## config.mk

```make
export PLATFORM = sky130hd
export DESIGN_NAME = mwEepromFront
export DESIGN_NICKNAME = d
export VERILOG_FILES = /design/src/rtl/mweTypes_pkg.sv /design/src/rtl/mweDatapath.sv /design/src/rtl/mweControl.sv /design/src/rtl/mwEepromFront.sv
export SDC_FILE = /design/constraint.sdc
export NUM_CORES = 1
export LEC_CHECK = 0
export ABC_AREA = 1
export BUFFER_PORTS_ARGS = -buffer_cell sky130_fd_sc_hd__buf_2
export CAP_MARGIN = 30
export CELL_PAD_IN_SITES_DETAIL_PLACEMENT = 1
export CELL_PAD_IN_SITES_GLOBAL_PLACEMENT = 1
export CORE_ASPECT_RATIO = 1.75
export CORE_UTILIZATION = 40
export DETAILED_ROUTE_END_ITERATION = 6
export GPL_TIMING_DRIVEN = 0
export MAX_ROUTING_LAYER = met4
export PLACE_DENSITY_LB_ADDON = 0.1
export SYNTH_ARGS = -nofsm -noshare
export SYNTH_HDL_FRONTEND = slang
export SYNTH_HIERARCHICAL = 1
export SYNTH_SLANG_ARGS = --single-unit
export TNS_END_PERCENT = 1
```

## constraint.sdc

```tcl
create_clock -name clk -period 2.55 [get_ports clk]
set_clock_uncertainty 0.1 [all_clocks]
set_input_delay 0.1275 -clock clk [delete_from_list [all_inputs] [get_ports clk]]
set_output_delay 0.1275 -clock clk [all_outputs]
set_load 0.01 [all_outputs]
```

## src/rtl/mweTypes_pkg.sv

```systemverilog
package mweTypes_pkg;

  typedef enum logic [1:0] {
    PK_WRITE = 2'd0,
    PK_ERASE = 2'd1,
    PK_WRALL = 2'd2,
    PK_ERALL = 2'd3
  } progKind_e;

  typedef struct packed {
    logic cntClr;
    logic cmdShift;
    logic dataShift;
    logic capAddr;
    logic rdZero;
    logic rdStep;
  } dpStrobe_t;

endpackage

```

## src/rtl/mweDatapath.sv

```systemverilog
module mweDatapath
  import mweTypes_pkg::*;
#(
  parameter int ADDR_W  = 6,
  parameter int DATA_W  = 16,
  parameter int CMD_LEN = 2 + ADDR_W,
  parameter int CNT_W   = 5
) (
  input  logic               clk,
  input  logic               rstN,
  input  logic               sclkIn,
  input  logic               dataIn,
  input  dpStrobe_t          strobe,
  input  logic [DATA_W-1:0]  rdData,
  output logic               sclkRise,
  output logic [CNT_W-1:0]   bitCnt,
  output logic [CMD_LEN-1:0] cmdNext,
  output logic [ADDR_W-1:0]  addrQ,
  output logic [DATA_W-1:0]  dataQ,
  output logic               outBit
);

  localparam logic [CNT_W-1:0] LAST_DATA = CNT_W'(DATA_W - 1);

  logic               sclkQ;
  logic [CMD_LEN-1:0] cmdSr;
  logic [DATA_W-1:0]  outSr;
  logic               wordEnd;

  assign sclkRise = sclkIn & ~sclkQ;
  assign cmdNext  = {cmdSr[CMD_LEN-2:0], dataIn};
  assign wordEnd  = (bitCnt == LAST_DATA);
  assign outBit   = outSr[DATA_W-1];

  always_ff @(posedge clk or negedge rstN) begin
    if (!rstN) begin
      sclkQ  <= 1'b0;
      bitCnt <= '0;
      cmdSr  <= '0;
      addrQ  <= '0;
      dataQ  <= '0;
      outSr  <= '0;
    end else begin
      sclkQ <= sclkIn;

      if (strobe.cntClr)                          bitCnt <= '0;
      else if (strobe.cmdShift || strobe.dataShift) bitCnt <= bitCnt + 1'b1;
      else if (strobe.rdStep)                     bitCnt <= wordEnd ? '0 : bitCnt + 1'b1;

      if (strobe.cmdShift)  cmdSr <= cmdNext;
      if (strobe.dataShift) dataQ <= {dataQ[DATA_W-2:0], dataIn};

      if (strobe.capAddr)                 addrQ <= cmdNext[ADDR_W-1:0];
      else if (strobe.rdStep && wordEnd)  addrQ <= addrQ + 1'b1;

      if (strobe.rdZero)      outSr <= '0;
      else if (strobe.rdStep) outSr <= (bitCnt == '0) ? rdData : {outSr[DATA_W-2:0], 1'b0};
    end
  end

endmodule

```

## src/rtl/mweControl.sv

```systemverilog
module mweControl
  import mweTypes_pkg::*;
#(
  parameter int CMD_LEN = 8,
  parameter int DATA_W  = 16,
  parameter int CNT_W   = 5
) (
  input  logic             clk,
  input  logic             rstN,
  input  logic             csIn,
  input  logic             dataIn,
  input  logic             sclkRise,
  input  logic [CNT_W-1:0] bitCnt,
  input  logic [3:0]       cmdHead,
  output dpStrobe_t        strobe,
  output logic             dataOe,
  output logic             progReq,
  output logic [1:0]       progKind
);

  localparam logic [CNT_W-1:0] LAST_CMD  = CNT_W'(CMD_LEN - 1);
  localparam logic [CNT_W-1:0] LAST_DATA = CNT_W'(DATA_W - 1);

  typedef enum logic [2:0] {
    ST_IDLE, ST_CMD, ST_DATA, ST_READ, ST_ARMED, ST_DONE
  } state_e;

  state_e    state, stNext;
  logic      wrEn, wrEnNext;
  progKind_e pendKind, kindNext;
  logic      fire;
  logic [1:0] opCode, extSel;

  assign opCode   = cmdHead[3:2];
  assign extSel   = cmdHead[1:0];
  assign dataOe   = (state == ST_READ);
  assign progKind = pendKind;

  always_comb begin
    stNext   = state;
    wrEnNext = wrEn;
    kindNext = pendKind;
    fire     = 1'b0;
    strobe   = '0;
    if (!csIn) begin
      stNext = ST_IDLE;
      fire   = (state == ST_ARMED);
    end else if (sclkRise) begin
      unique case (state)
        ST_IDLE: if (dataIn) begin
          stNext        = ST_CMD;
          strobe.cntClr = 1'b1;
        end
        ST_CMD: begin
          strobe.cmdShift = 1'b1;
          if (bitCnt == LAST_CMD) begin
            strobe.capAddr = 1'b1;
            strobe.cntClr  = 1'b1;
            unique case (opCode)
              2'b10: begin stNext = ST_READ; strobe.rdZero = 1'b1; end
              2'b01: begin stNext = ST_DATA; kindNext = PK_WRITE; end
              2'b11: begin
                kindNext = PK_ERASE;
                stNext   = wrEn ? ST_ARMED : ST_DONE;
              end
              default: begin
                stNext = ST_DONE;
                unique case (extSel)
                  2'b11: wrEnNext = 1'b1;
                  2'b00: wrEnNext = 1'b0;
                  2'b10: begin kindNext = PK_ERALL; if (wrEn) stNext = ST_ARMED; end
                  default: begin kindNext = PK_WRALL; stNext = ST_DATA; end
                endcase
              end
            endcase
          end
        end
        ST_DATA: begin
          strobe.dataShift = 1'b1;
          if (bitCnt == LAST_DATA) stNext = wrEn ? ST_ARMED : ST_DONE;
        end
        ST_READ: strobe.rdStep = 1'b1;
        default: ;
      endcase
    end
  end

  always_ff @(posedge clk or negedge rstN) begin
    if (!rstN) begin
      state    <= ST_IDLE;
      wrEn     <= 1'b0;
      pendKind <= PK_WRITE;
      progReq  <= 1'b0;
    end else begin
      state    <= stNext;
      wrEn     <= wrEnNext;
      pendKind <= kindNext;
      progReq  <= fire;
    end
  end

endmodule

```

## src/rtl/mwEepromFront.sv

```systemverilog
module mwEepromFront
  import mweTypes_pkg::*;
#(
  parameter int ADDR_W = 6,
  parameter int DATA_W = 16
) (
  input  logic              clk,
  input  logic              rstN,
  input  logic              csIn,
  input  logic              sclkIn,
  input  logic              dataIn,
  output logic              dataOut,
  output logic              dataOe,
  output logic [ADDR_W-1:0] rdAddr,
  input  logic [DATA_W-1:0] rdData,
  output logic              progReq,
  output logic [1:0]        progKind,
  output logic [ADDR_W-1:0] progAddr,
  output logic [DATA_W-1:0] progData
);

  localparam int CMD_LEN = 2 + ADDR_W;
  localparam int CNT_W   = $clog2((DATA_W > CMD_LEN ? DATA_W : CMD_LEN) + 1);

  dpStrobe_t          strobe;
  logic               sclkRise;
  logic [CNT_W-1:0]   bitCnt;
  logic [CMD_LEN-1:0] cmdNext;
  logic [ADDR_W-1:0]  addrQ;
  logic               outBit;

  mweDatapath #(
    .ADDR_W(ADDR_W), .DATA_W(DATA_W), .CMD_LEN(CMD_LEN), .CNT_W(CNT_W)
  ) i_datapath (
    .clk(clk), .rstN(rstN), .sclkIn(sclkIn), .dataIn(dataIn),
    .strobe(strobe), .rdData(rdData), .sclkRise(sclkRise),
    .bitCnt(bitCnt), .cmdNext(cmdNext), .addrQ(addrQ),
    .dataQ(progData), .outBit(outBit)
  );

  mweControl #(
    .CMD_LEN(CMD_LEN), .DATA_W(DATA_W), .CNT_W(CNT_W)
  ) i_control (
    .clk(clk), .rstN(rstN), .csIn(csIn), .dataIn(dataIn),
    .sclkRise(sclkRise), .bitCnt(bitCnt),
    .cmdHead(cmdNext[CMD_LEN-1 -: 4]),
    .strobe(strobe), .dataOe(dataOe), .progReq(progReq), .progKind(progKind)
  );

  assign dataOut  = dataOe & outBit;
  assign rdAddr   = addrQ;
  assign progAddr = addrQ;

endmodule

```

# Word-level counts from Yosys, hierarchy flattened
# Index checks and enable logic that the tools add are counted.
[word_totals]
regBits = 58
output_inout_bits = 33
[classes]
muxes = 33
reduce_logical = 14
n_addsub = 2
bitwise_logic = 5
eq_ne = 17
[op_table]
columns = ["cell", "n"]
rows = [
  ["$mux W16", 3],
  ["$mux W6", 4],
  ["$mux W5", 4],
  ["$pmux W3 S3", 2],
  ["$mux W3", 5],
  ["$reduce_and A6 Y1", 2],
  ["$eq A2 B2 Y1 const B", 4],
  ["$mux W1", 8],
  ["$add A6 B1 Y6 const B", 1],
  ["$eq A3 B2 Y1 const B", 2],
  ["$ne A3 B3 Y1 const B", 2],
  ["$pmux W2 S3", 1],
  ["$pmux W3 S2", 1],
  ["$reduce_bool A2 Y1", 3],
  ["$add A5 B1 Y5 const B", 1],
  ["$eq A5 B3 Y1 const B", 1],
  ["$eq A5 B4 Y1 const B", 1],
  ["$logic_not A5 Y1", 1],
  ["$reduce_and A5 Y1", 1],
  ["$mux W2", 2],
  ["$ne A4 B1 Y1 const B", 1],
  ["$pmux W1 S2", 2],
  ["$pmux W2 S2", 1],
  ["$eq A3 B1 Y1 const B", 1],
  ["other kinds (14)", 17],
]

# Depth between registers and ports, before layout
[logic_depth]
ltp_word = 9
depth_mapped = 12

# Hierarchy
# Netlist, hierarchy kept.
[modules_own_cells]
columns = ["mod", "seq_area_each_um2", "n_inst", "cells_per_inst", "area_per_inst_um2"]
rows = [
  ["mweDatapath", 1276.2, 1, 266, 2339.7],
  ["mweControl", 175.2, 1, 101, 651.9],
  ["mwEepromFront", 0.0, 1, 8, 52.6],
]

# Least setup slack after synthesis
# No wires, ideal clock.
[synth_timing]
path_kind = "register to register"
from = "reg i_datapath.sclkQ"
to = "reg i_datapath.outSr[10]"
path_stages_with_launch = 9
slack_ns = 0.577
t_required_ns = 2.374
arrival_time_ns = 1.796
setup_ns = 0.076
synth_period_minus_slack_ns = 1.973
n_path_buf = 1
path_cell_list = "dfrtp_1 -> nor2_1 -> nand2_1 -> nor4_1 -> inv_2 -> nor2_4 -> buf_2 -> o21ai_0 -> o21ai_1"
[synth_rtl]
columns = ["item", "line", "text"]
rows = [
  ["start: declaration", "mweDatapath.sv:25", "logic sclkQ;"],
  ["start signal: assignment", "mweDatapath.sv:44", "sclkQ <= sclkIn;"],
  ["end signal: assignment", "mweDatapath.sv:57", "else if (strobe.rdStep) outSr <= (bitCnt == '0) ? rdData : {outSr[DATA_W-2:0], 1'b0};"],
  ["end: declaration", "mweDatapath.sv:27", "logic [DATA_W-1:0] outSr;"],
]

==> qor.yml <==
clk_latency_ns: 0.32
setup_viol: 0
row_count: 41
drive_gt1_share_pct: 23.1
fin_hold_ws_ns: 0.0166
r2r_start: "i_datapath/sclkQ"
r2r_slack_ns: 0.37
grtUsageTotal_pct: 22.9
die_h_um: 117
clock.fmax_ghz: 0.440
clockRootBuffer: "clkbuf_16"
cp_cell_sequence: "dlygate4sd3_1, buf_2, inv_1, nor2_1, nand2_1, nor4_2, inv_2, nor2_4, buf_2, o21ai_0, o21ai_1"
grt_pass1_wl_mm: 13.0
p_per_area_mw_per_mm2: 730
ios: 54
syn-num-nets: 405
syn_area_mm2: 0.00304
dr.pass1.iters: 4
cts.clk_slew.worst_paths_ns: 0.05
nets: 480
clock-sinks: 58
outcome: "finished clean"
worstPathMaxFanout: 10
endpoint_kind: "register"
crit_slowest_cell: "dlygate4sd3_1"
die_area_mm2: 0.00796
slew_headroom_pct: 65.4
antenna_found_initial: 0
hold_class: "in -> reg"
finalSetupTns_ns: 0
via_per_inst: 5.03
min_delay_path_depth: 3
cp.arrival_ns: 2.41
start_util_pct: 41.7
dp_hpwl_mm: 5.66
max_stage_delay_ns: 0.52
nFillCells: 939
cts_tree: "done"
drtAntennaViolNets: 0
period_share_pct: 89.0
cts_buffer_depth: 2
finalHoldViolations: 0
grt_pass1_vias: 2808
fin_crit_ns: 2.27
cts_max_level: 3
grt_max_degree: 40
reg2regPathDepth: 8
tightest_slew_ns: 0.515
antenna_cells: 0
grt_overflow: 0
netlist_instances: 374
via_count: 2718
wl_per_cell_um: 14.2
worstHoldEndpoint: "i_datapath/outSr[9]"
leakage_nw: 1.99
required_ns: 2.69
seqCellArea_mm2: 0.00145
r2r-end: "i_datapath/outSr[8]"
io_buffers: 53
drt_iter0_drc: 89
numCtsBuffers: 9
rsz0062_at_grt: "no"
drcViolationCount: 0
drv_cap: 0
placed_cells: 514
yosys_warnings: 6
peakVddDrop_mv: 0.408
min_from: "rdData[9]"
core_area_mm2: 0.00728
cp_common_cell: "buf_2"
finalMaxSlewViolations: 0
multi_input_area_mm2: 0.00130
worstSetupPathType: "in -> reg"
avgSynthCellArea_um2: 8.12
start_kind: "primary input"
die_x_um: 67.9
final_cells: 540
place_congestion: 0.774
area.growth.synth_to_final_pct: 26.2
routed_wl_mm: 7.68
==> layout make-up <==
cell class	count	area share, %
Buffer	15	2.91
Clock buffer	11	6.33
Clock inverter	5	1.40
Inverter	46	4.64
Multi-Input combinational cell	255	34.0
Sequential cell	58	37.9
Tap cell	86	2.81
Timing Repair Buffer	64	10.1
==> how the worst max path moves through the flow <==
stage                startpoint              endpoint  cells after the start
2_1_floorplan  i_datapath/sclkQ  i_datapath/outSr[10]                      8
3_3_place_gp   i_datapath/sclkQ   i_datapath/outSr[8]                      8
3_5_place_dp   i_datapath/sclkQ   i_datapath/outSr[8]                      8
4_1_cts                  sclkIn   i_datapath/outSr[8]                     11
5_1_grt                  sclkIn  i_datapath/outSr[12]                     11
6_report                 sclkIn   i_datapath/outSr[8]                     11
==> per-layer routing <==
metal | vias up | track usage (%) | share of wire [%]
met5 | - | - | 0
met3 | 16 | 4.84 | 2.9
met4 | 0 | 9.58 | 2.0
met2 | 55 | 40.9 | 57
met1 | 1309 | 23.4 | 39
li1 | 1338 | - | -
==> where the power goes <==
part	total (mW)	internal (mW)	switching (mW)	leakage, nW
Sequential	1.07	0.994	0.0748	0.747
Combinational	0.535	0.210	0.326	1.09
Clock	1.19	0.778	0.413	0.149
==> critical path: cells and delay by family <==
family | cells | cell delay [ns]
buf+inv | 5 | 1.00
simple gates | 4 | 0.99
compound gates | 2 | 0.29
==> sequential cells by signal, summed over array words and instances, names as in the netlist <==
name / count
i_control/progReq: 1
i_datapath/bitCnt: 5
i_datapath/addrQ: 6
i_control/state: 3
i_datapath/sclkQ: 1
i_datapath/outSr: 16
i_datapath/cmdSr: 7
i_control/progKind: 2
i_control/wrEn: 1
i_datapath/dataQ: 16
==> repair_timing <==
action | CTS | global route
hold buffers | 10 | 0
gates resized for setup | 0 | 1
hold endpoints to repair | 28 | 0
setup buffers | 0 | 0
setup endpoints to repair | 0 | 16
==> cell usage in the layout, fill, tap and decap left out, drive strengths merged, types with 10 or more instances in the layout <==
| cell type | count |
|---|---|
| buf | 68 |
| nand2 | 92 |
| ha | 10 |
| nor2 | 43 |
| nand3 | 30 |
| dfrtp | 58 |
| o21ai | 56 |
| inv | 46 |
| dlygate4sd3 | 10 |
| clkbuf | 12 |
| a21oi | 11 |
==> through the flow <==
stage	setup WS [ns]	power, mW	area (um^2)	utilization [%]
after detailed placement	0.127	1.61	3430	47.1
final	0.280	2.80	3830	52.6
after global routing	0.0272	2.96	3830	52.6
after global placement	0.166	1.59	3410	46.8
after floorplan	0.577	1.43	3040	-
after CTS	0.0426	2.84	3830	52.5
Note: power is estimated with default switching activity, not from simulation.
